### src/rtl/dpc_pkg.sv
`timescale 1ns/1ps
package dpc_pkg;
  localparam int NLOOP = 2;
  localparam int LP_LO = 0;
  localparam int LP_HI = 1;

  typedef enum logic [2:0] {SRC_LOW, SRC_LOCK, SRC_REF, SRC_FB, SRC_FAST} src_e;

  typedef struct packed {
    src_e             src;
    logic             loop;
    logic [NLOOP-1:0] lmask;
    logic [NLOOP-1:0] crst;
  } mode_t;

  function automatic mode_t decode_mode(input logic [1:0] sel, input logic [1:0] tap);
    mode_t m;
    m.src   = SRC_LOW;
    m.loop  = 1'b0;
    m.lmask = '0;
    m.crst  = '0;
    case (tap)
      2'b00: if (sel != 2'b00) begin
        m.src   = SRC_LOCK;
        m.lmask = sel;
      end
      2'b01: begin
        m.src  = sel[0] ? SRC_FB : SRC_REF;
        m.loop = 1'b0;
      end
      2'b10: begin
        m.src  = sel[0] ? SRC_FB : SRC_REF;
        m.loop = 1'b1;
      end
      default: begin
        if (sel == 2'b00) m.src = SRC_FAST;
        else              m.crst = sel;
      end
    endcase
    return m;
  endfunction
endpackage

### src/rtl/dpc_lock_det.sv
`timescale 1ns/1ps
module dpc_lock_det #(
  parameter int PULSE_MAX = 3,
  parameter int LOCK_RUN  = 4
) (
  input  logic clk,
  input  logic rst,
  input  logic clr_i,
  input  logic pulse_i,
  input  logic ref_i,
  output logic lock_o
);
  localparam int WCW = $clog2(PULSE_MAX + 2);
  localparam int GCW = $clog2(LOCK_RUN + 1);

  logic [WCW-1:0] wid;
  logic [GCW-1:0] good;
  logic           ref_q;
  logic           dirty;
  logic           wide_now;
  logic           ref_rise;

  assign wide_now = pulse_i && (wid == WCW'(PULSE_MAX));
  assign ref_rise = ref_i && !ref_q;

  always_ff @(posedge clk) begin
    if (rst || clr_i) begin
      wid    <= '0;
      good   <= '0;
      ref_q  <= 1'b0;
      dirty  <= 1'b0;
      lock_o <= 1'b0;
    end else begin
      ref_q <= ref_i;
      if (!pulse_i)                    wid <= '0;
      else if (wid != WCW'(PULSE_MAX)) wid <= wid + WCW'(1);
      if (wide_now) begin
        lock_o <= 1'b0;
        good   <= '0;
        dirty  <= 1'b1;
      end else if (ref_rise) begin
        dirty <= 1'b0;
        if (dirty) begin
          good <= '0;
        end else begin
          if (good >= GCW'(LOCK_RUN - 1)) lock_o <= 1'b1;
          if (good != GCW'(LOCK_RUN))     good <= good + GCW'(1);
        end
      end
    end
  end

  // an over-long pulse withdraws lock at the next edge
  a_r7_wide_clears: assert property (@(posedge clk) disable iff (rst)
    wide_now |=> !lock_o);
  // lock is only ever gained on a reference rising edge
  a_r6_lock_on_edge: assert property (@(posedge clk) disable iff (rst)
    $rose(lock_o) |-> $past(ref_rise));
endmodule

### src/rtl/dpc_loop.sv
`timescale 1ns/1ps
module dpc_loop (
  input  logic clk,
  input  logic rst,
  input  logic up_i,
  input  logic dn_i,
  input  logic pol_i,
  input  logic tri_i,
  input  logic cur_hi_i,
  input  logic pwdn_i,
  input  logic crst_i,
  output logic pd_o,
  output logic hold_o,
  output logic cp_en_o,
  output logic cp_up_o,
  output logic cp_dn_o,
  output logic cp_hi_o
);
  logic pd_nxt, en_nxt, up_sw, dn_sw;

  always_comb begin
    if (!pwdn_i)                               pd_nxt = 1'b0;
    else if (pd_o || tri_i || (!up_i && !dn_i)) pd_nxt = 1'b1;
    else                                       pd_nxt = 1'b0;
    en_nxt = !tri_i && !crst_i && !pd_nxt;
    up_sw  = pol_i ? up_i : dn_i;
    dn_sw  = pol_i ? dn_i : up_i;
  end

  always_ff @(posedge clk) begin
    if (rst) begin
      pd_o    <= 1'b0;
      hold_o  <= 1'b0;
      cp_en_o <= 1'b0;
      cp_up_o <= 1'b0;
      cp_dn_o <= 1'b0;
      cp_hi_o <= 1'b0;
    end else begin
      pd_o    <= pd_nxt;
      hold_o  <= crst_i || pd_nxt;
      cp_en_o <= en_nxt;
      cp_up_o <= en_nxt && up_sw;
      cp_dn_o <= en_nxt && dn_sw;
      cp_hi_o <= cur_hi_i;
    end
  end

  // immediate powerdown when tri-state requested
  a_r8_async_pd: assert property (@(posedge clk) disable iff (rst)
    (pwdn_i && tri_i) |=> (pd_o && hold_o && !cp_en_o));
  // deferred powerdown waits while the pump is busy
  a_r9_sync_wait: assert property (@(posedge clk) disable iff (rst)
    (pwdn_i && !tri_i && !pd_o && (up_i || dn_i)) |=> !pd_o);
  // wake-up is immediate
  a_r10_wake: assert property (@(posedge clk) disable iff (rst)
    !pwdn_i |=> !pd_o);
  // tri-state silences steering outputs
  a_r12_tri_quiet: assert property (@(posedge clk) disable iff (rst)
    tri_i |=> (!cp_up_o && !cp_dn_o));
endmodule

### src/rtl/dual_pll_ctl.sv
`timescale 1ns/1ps
module dual_pll_ctl
  import dpc_pkg::*;
#(
  parameter int PULSE_MAX = 3,
  parameter int LOCK_RUN  = 4
) (
  input  logic       clk,
  input  logic       rst,
  input  logic [1:0] pd_up_i,
  input  logic [1:0] pd_dn_i,
  input  logic [1:0] ref_div_i,
  input  logic [1:0] fb_div_i,
  input  logic [1:0] stat_sel_i,
  input  logic [1:0] tap_en_i,
  input  logic [1:0] pol_i,
  input  logic [1:0] tri_i,
  input  logic [1:0] cur_hi_i,
  input  logic [1:0] pwdn_i,
  output logic       stat_o,
  output logic       stat_oe_o,
  output logic       fastlock_o,
  output logic [1:0] div_hold_o,
  output logic [1:0] cp_en_o,
  output logic [1:0] cp_up_o,
  output logic [1:0] cp_dn_o,
  output logic [1:0] cp_hi_o,
  output logic [1:0] pd_o,
  output logic       osc_en_o
);
  mode_t            md;
  logic [NLOOP-1:0] locked;
  logic [NLOOP-1:0] lock_view;

  assign md = decode_mode(stat_sel_i, tap_en_i);

  for (genvar k = 0; k < NLOOP; k++) begin : g_loop
    dpc_loop u_loop (
      .clk      (clk),
      .rst      (rst),
      .up_i     (pd_up_i[k]),
      .dn_i     (pd_dn_i[k]),
      .pol_i    (pol_i[k]),
      .tri_i    (tri_i[k]),
      .cur_hi_i (cur_hi_i[k]),
      .pwdn_i   (pwdn_i[k]),
      .crst_i   (md.crst[k]),
      .pd_o     (pd_o[k]),
      .hold_o   (div_hold_o[k]),
      .cp_en_o  (cp_en_o[k]),
      .cp_up_o  (cp_up_o[k]),
      .cp_dn_o  (cp_dn_o[k]),
      .cp_hi_o  (cp_hi_o[k])
    );
    dpc_lock_det #(.PULSE_MAX(PULSE_MAX), .LOCK_RUN(LOCK_RUN)) u_lock (
      .clk     (clk),
      .rst     (rst),
      .clr_i   (div_hold_o[k]),
      .pulse_i (pd_up_i[k] || pd_dn_i[k]),
      .ref_i   (ref_div_i[k]),
      .lock_o  (locked[k])
    );
    assign lock_view[k] = locked[k] && !(pd_up_i[k] || pd_dn_i[k]);
  end

  assign osc_en_o = ~&pd_o;

  always_ff @(posedge clk) begin
    if (rst) begin
      stat_o     <= 1'b0;
      stat_oe_o  <= 1'b1;
      fastlock_o <= 1'b0;
    end else begin
      stat_oe_o  <= 1'b1;
      fastlock_o <= 1'b0;
      case (md.src)
        SRC_LOCK: stat_o <= &(lock_view | ~md.lmask);
        SRC_REF:  stat_o <= ref_div_i[md.loop];
        SRC_FB:   stat_o <= fb_div_i[md.loop];
        SRC_FAST: begin
          stat_o     <= 1'b0;
          stat_oe_o  <= cur_hi_i[LP_HI];
          fastlock_o <= cur_hi_i[LP_HI];
        end
        default:  stat_o <= 1'b0;
      endcase
    end
  end

  // all-zero selection drives the pin low
  a_r2_disabled_low: assert property (@(posedge clk) disable iff (rst)
    (tap_en_i == 2'b00 && stat_sel_i == 2'b00) |=> (!stat_o && stat_oe_o));
  // reset mode on loop 0 holds its dividers and stops its pump
  a_r4_reset_lo: assert property (@(posedge clk) disable iff (rst)
    (tap_en_i == 2'b11 && stat_sel_i[0]) |=> (div_hold_o[0] && !cp_en_o[0]));
  // reset mode on loop 1
  a_r4_reset_hi: assert property (@(posedge clk) disable iff (rst)
    (tap_en_i == 2'b11 && stat_sel_i[1]) |=> (div_hold_o[1] && !cp_en_o[1]));
  // fast-lock pulls the pin low with high pump current
  a_r5_fast_drive: assert property (@(posedge clk) disable iff (rst)
    fastlock_o |-> (stat_oe_o && !stat_o && cp_hi_o[1]));
endmodule

### config.mk
export PLATFORM = sky130hd
export DESIGN_NAME = dual_pll_ctl
export DESIGN_NICKNAME = d
export VERILOG_FILES = /design/src/rtl/dpc_pkg.sv /design/src/rtl/dpc_lock_det.sv /design/src/rtl/dpc_loop.sv /design/src/rtl/dual_pll_ctl.sv
export SDC_FILE = /design/constraint.sdc
export NUM_CORES = 1
export LEC_CHECK = 0
export BUFFER_PORTS_ARGS = -buffer_cell sky130_fd_sc_hd__buf_2
export CORE_ASPECT_RATIO = 1.2
export CORE_UTILIZATION = 52
export CTS_BUF_LIST = sky130_fd_sc_hd__clkbuf_16
export CTS_CLUSTER_SIZE = 25
export DETAILED_ROUTE_END_ITERATION = 7
export HOLD_SLACK_MARGIN = 0.08
export MAX_ROUTING_LAYER = met4
export PLACE_DENSITY = 0.74
export SLEW_MARGIN = 20
export SYNTH_ARGS = -nofsm -noshare
export SYNTH_HDL_FRONTEND = slang
export SYNTH_SLANG_ARGS = --single-unit
### constraint.sdc
create_clock -name clk -period 1.6 [get_ports clk]
set_input_delay 0 -clock clk [delete_from_list [all_inputs] [get_ports clk]]
set_output_delay 0 -clock clk [all_outputs]
set_load 0.01 [all_outputs]
* Yosys cells after proc, flatten, opt, wreduce, memory -nomap -nowiden
Index checks and enable logic that the tools add are counted.
W data, S select, Z words.
** Cells by class
- $add $sub $neg :: 4
- Order comparisons :: 3
- Eq/ne operators :: 12
- Mux-type cells :: 30
- Bitwise gates (word level) :: 7
- Reduce and logical (&&, ||, !) cells :: 61
** Operators with widths (number)
- $mux W1 :: 19
- $logic_and A1 B1 Y1 :: 16
- $logic_not A1 Y1 :: 15
- $mux W3 :: 5
- $add A3 B1 Y3 const B :: 4
- $eq A3 B2 Y1 const B :: 4
- $reduce_or A2 Y1 :: 6
- $logic_or A1 B1 Y1 :: 10
- $reduce_bool A2 Y1 :: 5
- $mux W2 :: 4
- $reduce_and A2 Y1 :: 4
- $ge A3 B2 Y1 const B :: 2
- $ne A3 B2 Y1 const B :: 2
- $ne A3 B3 Y1 const B :: 2
- $pmux W3 S2 :: 1
- $reduce_and A3 Y1 :: 2
- $not A1 Y1 :: 5
- $logic_not A2 Y1 :: 2
- $eq A3 B1 Y1 const B :: 1
- $eq A3 B3 Y1 const B :: 1
- $pmux W1 S3 :: 1
- $reduce_or A3 Y1 :: 1
- $eq A2 B1 Y1 const B :: 1
- $eq A2 B2 Y1 const B :: 1
- 3 further kinds :: 3
** Storage, ports and cells
- Flip-flop bits (word level) :: 33
- Input bits :: 22
- Output and inout bits :: 16
- Logic and storage cells :: 142

* Longest topological paths before layout
- Word-level depth :: 8
- Depth in mapped cells :: 6
- Gate-level depth less buffers :: 6

* Cells and area by module
Synthesis repeated with hierarchy kept, for this count alone.
** Second synthesis, totals
- Cell total of the unflattened synthesis :: 168
- Area, all modules :: 1585.3 µm²
** By module, submodules not included
- dpc_lock_det :: instances 2, cells an instance 49, area each 439.2 µm², seq. area each 180.2 µm²
- dpc_loop :: instances 2, cells an instance 17, area each 211.5 µm², seq. area each 120.1 µm²
- dual_pll_ctl :: instances 1, cells an instance 36, area each 284.0 µm², seq. area each 60.1 µm²

* Worst setup path before layout
OpenSTA, ideal clock, no wires.
- Path kind :: register to register
- Start :: register g_loop[1].u_lock.good[0]
- End :: register g_loop[1].u_lock.good[2]
- Library setup time :: 0.070 ns
- Data arrival time :: 1.222 ns
- Data required time :: 1.530 ns
- Setup slack :: 0.308 ns
- Stages on the path, launching flop included :: 5
- Path buffers :: 0
- Clock period less this slack :: 1.292 ns
- Cell sequence :: dfxtp_1 > ha_1 > ha_1 > or3_1 > a21oi_1
** On the way
- Cells in the longest elaborated chain, start to end :: 3
- Elaborated cells between the ends (all ways) :: 6
- Those cells by class :: add/sub (1); eq/ne (1); mux (2); reduce/logical (2)
** Ends and longest elaborated chain
- start, declared :: RTL line dpc_lock_det.sv:17 : logic [GCW-1:0] good;
- start signal, assigned :: RTL line dpc_lock_det.sv:47 : if (good != GCW'(LOCK_RUN)) good <= good + GCW'(1);
- $add A3 B1 Y3 or $ne A3 B3 Y1 (tied branches) :: RTL line dpc_lock_det.sv:47
- $mux W3 or $reduce_bool A2 Y1 (tied branches)
- $mux W3 or $reduce_and A2 Y1 (tied branches)
Several ways; a longest one is shown, not always the timed one. The select of a mux whose other input is x is not followed.
A chain may end at the register's enable or synchronous reset.

* Final worst setup path
- Start :: input port pd_up_i[1]
- End :: register g_loop[1].u_loop.hold_o
** On the way
- Cells in the longest elaborated chain, start to end :: 6
** Ends and longest elaborated chain
- start, declared :: RTL line dual_pll_ctl.sv:10 : input logic [1:0] pd_up_i,
- $logic_not A1 Y1 :: RTL line dpc_loop.sv:23 : else if (pd_o || tri_i || (!up_i && !dn_i)) pd_nxt = 1'b1;
- $logic_and A1 B1 Y1 :: RTL line dpc_loop.sv:23
- $logic_or A1 B1 Y1 :: RTL line dpc_loop.sv:23
- $mux W1 :: RTL line dpc_loop.sv:23
- $mux W1 :: RTL line dpc_loop.sv:22 : if (!pwdn_i) pd_nxt = 1'b0;
- $logic_or A1 B1 Y1 :: RTL line dpc_loop.sv:40 : hold_o <= crst_i || pd_nxt;
- end signal, assigned :: RTL line dpc_loop.sv:40
- end, declared :: RTL line dpc_loop.sv:13 : output logic hold_o,
Every way passes these cells.

==> impl_summary.md <==
STA
The time the final worst path needs with I/O delays and setup is 1520 ps. The number of endpoints with negative hold slack in the final report was 0. The post-route clock skew is 5.82 ps.

Setup repair after global routing left no endpoint under its margin. The final setup TNS is 0 ps. The final count of negative-setup-slack endpoints is 0. In this run the tightest slew margin relative to its limit is 0.757. Of the available clock period, the critical path in the final layout requires 0.952. The achievable frequency is 0.657 GHz.

For the pin with the worst max-slew slack, the measured transition is 361 ps. The count of final max-slew check failures is 0.

Clocking
The number of sinks on the clock net is 33. No sink is reached through more buffers than the 2 on the longest clock path. The clock latency at the later pin of the worst-skew pair is between 200 and 300 ps. Clock tree synthesis selected as its root buffer the cell sky130_fd_sc_hd__clkbuf_16. TritonCTS built the clock tree. The number of buffers added for setup after CTS is 0. The clock buffer count from CTS is 5. The clock transition at the registers of the reported paths is 50 ps. The H-tree generated during clock tree synthesis spans 2 levels.

Global routing
The leftover overflow at the end of global routing is 0. The first global-routing pass estimated 5450 um of wire. The number of global-route vias before repair is 1,334. The initial antenna violation count is 0. For this run, the total global-route usage over all layers was measured as 0.234. The largest net degree at the start of global routing is 15.

Floorplan
The die width is around 52 um. In this run the count of I/O pins placed on the die edge is 38. The standard-cell row count is 21. The core region area is 2840 sq um. The starting utilization of the core area is 0.552.

The die covers 3240 sq um. In this run the vertical extent of the chip is 62.1 um.

Worst setup path
The required time of the critical path is between 1500 and 2000 ps. The signal on the critical path passes through dlygate4sd3_1, buf_2, nor2_1, o31ai_1, dlygate4sd3_1, a21oi_1. The endpoint type of the worst setup path is a flop.

The library cell contributing the largest single delay on the critical path is sky130_fd_sc_hd__dlygate4sd3_1. On the critical path the largest part of the delay comes from buffers and inverters. In this design, the critical path's most frequently occurring cell is sky130_fd_sc_hd__dlygate4sd3_1. STA classifies the critical path startpoint as an input port. The buffer and inverter count on the worst path is 3. Along the worst path, the maximum fanout reaches 5.

The reg-to-reg startpoint is g_loop[1].u_loop.pd_o. Data on the critical path arrives at its endpoint at 1680 ps. The worst setup path is of the in2reg kind.

For flop-to-flop paths, the worst setup slack is 190 ps. For this run, the slowest stage of the critical path takes 620 ps. The worst register-to-register path ends at g_loop[1].u_loop.hold_o. The cell count of the worst reg-to-reg path is 3.

Power
The power density normalized to cell area is 1050 nW/um^2. In this run the static leakage power is 0.949 nW. The peak supply drop is 1110 uV.

Route
The detail-routed via count per cell is a little over 5. The final wirelength is 3260 um. In the final routed layout, each cell accounts on average for 12.4 um. The detailed-routing iteration count for the pre-antenna-repair pass is 4. The via count is 1,353. The number of remaining DRC errors is 0. Once detail routing completed, the nets flagged for antenna violations numbered 0. The first routing iteration left 29 violations.

Synthesis
The synthesized instance count is 175. Counting distinct cell types in the post-synthesis netlist gives 33. The total of flip-flops plus latches after synthesis is 33.

The part of the Yosys area used for sequential elements is 0.422. Yosys printed 0 warnings. The total standard cell area after synthesis is 1570 sq um. The post-synthesis average cell area is 8.95 sq um. When the netlist entered floorplanning its net count stood at 210.

Placement
The final weighted congestion in routability-driven placement is 0.850. Summing all placed instances gives a cell area of 1700 sq um. The count of buffers added on input and output ports is 37. Once detailed placement completed, the half-perimeter wirelength came to 2270 um.

Cells and area
The repair_antennas step left the layout with diodes totalling 0. In the layout the commonest cells are sky130_fd_sc_hd__buf_2, sky130_fd_sc_hd__dfxtp_1, sky130_fd_sc_hd__nor2_1. The most common cell after layout, fill and taps aside is sky130_fd_sc_hd__buf_2. The design area is 2080 sq um. The post-synthesis to final-layout area growth is 32.7%. Of the cells placed in the final design, the portion with a size suffix greater than 1 is 0.206. In the final design database the tool counted 262 nets.

Worst hold path
The end of the worst hold path is g_loop[0].u_lock.dirty. In this run the worst hold path is classified as in2reg. The worst min-delay path startpoint is pd_dn_i[0]. Along the worst hold path, the cell count comes to 3.

Outcome
The run finished with clean final reports.

Job
The number of max-capacitance violations reported is 0.
timing repair:
item | in CTS | in global routing
hold endpoints to repair | 16 | 0
endpoints found under the setup margin | 0 | 2
hold buffers | 22 | 0
resized for setup | 0 | 1
layer usage:
metal,global-route usage,part of all wire
met1,0.224,0.39
met5,-,0
met4,0.0878,0.015
met2,0.425,0.56
met3,0.0662,0.037
cell usage after synthesis:
library cell | count | share of area
sky130_fd_sc_hd__a211oi_1 | 2 | 0.0096
sky130_fd_sc_hd__a41o_2 | 1 | 0.0072
sky130_fd_sc_hd__dfxtp_1 | 33 | 0.42
sky130_fd_sc_hd__o21bai_1 | 1 | 0.0048
sky130_fd_sc_hd__a21boi_0 | 2 | 0.0096
sky130_fd_sc_hd__and2_1 | 2 | 0.0080
sky130_fd_sc_hd__nand3_1 | 5 | 0.016
sky130_fd_sc_hd__or2b_1 | 1 | 0.0048
sky130_fd_sc_hd__o31ai_1 | 2 | 0.0096
sky130_fd_sc_hd__nor4b_1 | 1 | 0.0056
sky130_fd_sc_hd__nand2b_1 | 2 | 0.0080
sky130_fd_sc_hd__mux4_2 | 1 | 0.014
sky130_fd_sc_hd__a221oi_2 | 1 | 0.0096
sky130_fd_sc_hd__nor2_1 | 27 | 0.065
sky130_fd_sc_hd__nor2b_1 | 4 | 0.016
sky130_fd_sc_hd__nor3b_1 | 1 | 0.0048
sky130_fd_sc_hd__ha_1 | 13 | 0.10
sky130_fd_sc_hd__nand2_1 | 14 | 0.034
sky130_fd_sc_hd__or4_1 | 1 | 0.0048
sky130_fd_sc_hd__or4b_1 | 1 | 0.0064
sky130_fd_sc_hd__nand3b_1 | 1 | 0.0048
sky130_fd_sc_hd__or3_1 | 2 | 0.0080
sky130_fd_sc_hd__a22oi_1 | 1 | 0.0048
sky130_fd_sc_hd__clkbuf_1 | 1 | 0.0024
sky130_fd_sc_hd__a21oi_1 | 9 | 0.029
sky130_fd_sc_hd__buf_4 | 12 | 0.058
sky130_fd_sc_hd__o21ai_0 | 7 | 0.022
sky130_fd_sc_hd__nor3_1 | 2 | 0.0064
sky130_fd_sc_hd__mux2i_1 | 7 | 0.045
sky130_fd_sc_hd__a21o_1 | 2 | 0.0096
sky130_fd_sc_hd__inv_1 | 13 | 0.031
sky130_fd_sc_hd__xor2_1 | 2 | 0.011
sky130_fd_sc_hd__nand4b_1 | 1 | 0.0056
power breakdown:
part | internal (mW) | switching (mW) | total, mW
clock network | 0.722 | 0.323 | 1.04
registers | 0.861 | 0.0214 | 0.882
logic | 0.135 | 0.127 | 0.262
total | 1.72 | 0.471 | 2.19
how the worst max path moves through the flow:
stage | from | endpoint | slack (ps) | cells after the start
floorplan | g_loop[1].u_lock.good[0] | g_loop[1].u_lock.good[2] | 310 | 4
global placement | tap_en_i[0] | stat_o | 220 | 7
detailed placement | tap_en_i[0] | stat_o | 160 | 7
CTS | pd_up_i[0] | g_loop[0].u_loop.hold_o | 90 | 6
global route | pd_up_i[1] | g_loop[1].u_loop.hold_o | 8 | 6
finish | pd_up_i[1] | g_loop[1].u_loop.hold_o | 80 | 6
sequential cells by signal (all words and copies together) (netlist names):
register               flops
g_loop.u_loop.cp_en_o      2
stat_oe_o                  1
g_loop.u_lock.good         6
fastlock_o                 1
g_loop.u_lock.wid          6
g_loop.u_loop.cp_hi_o      2
g_loop.u_lock.ref_q        2
g_loop.u_lock.lock_o       2
g_loop.u_lock.dirty        2
g_loop.u_loop.cp_up_o      2
g_loop.u_loop.cp_dn_o      2
stat_o                     1
g_loop.u_loop.hold_o       2
g_loop.u_loop.pd_o         2
stage by stage:
step                 util  setup slack, ps  total power [mW]  instances  hold WS, ps
finish              0.732             76.8              2.19        262          134
global route        0.732             7.87              2.28        262          197
CTS                 0.734             92.2              2.20        263          136
detailed placement  0.599              164              1.11        233          219
global placement    0.599              223              1.10        233          209
floorplan               -              308              1.05        175          104
worst min-delay path, stage by stage:
cell	delay [ps]
sky130_fd_sc_hd__buf_2	120
sky130_fd_sc_hd__o21ai_0	100
sky130_fd_sc_hd__a21boi_0	140
area by class of cell:
class	count	area, sq um
well taps	34	42.5
flip-flops and latches	33	661
multi-input cells	116	768
fillers	223	759
clock inverters	3	37.5
repair buffers	58	395
inverters	13	48.8
clock buffers	5	125
cells by family (layout without fill, tap and decap cells):
| logic type | count (synthesis) | in the layout | synth area share |
|---|---|---|---|
| AOI/OAI and AO/OA | 28 | 28 | 0.116 |
| DFF | 33 | 33 | 0.422 |
| buffers and inverters | 26 | 79 | 0.0911 |
| adders and majority gates | 13 | 13 | 0.104 |
| xor gates and xnor gates | 2 | 2 | 0.0112 |
| and+or+nand+nor | 65 | 65 | 0.197 |
| muxes | 8 | 8 | 0.0591 |
(Power assumes the default switching activity.)
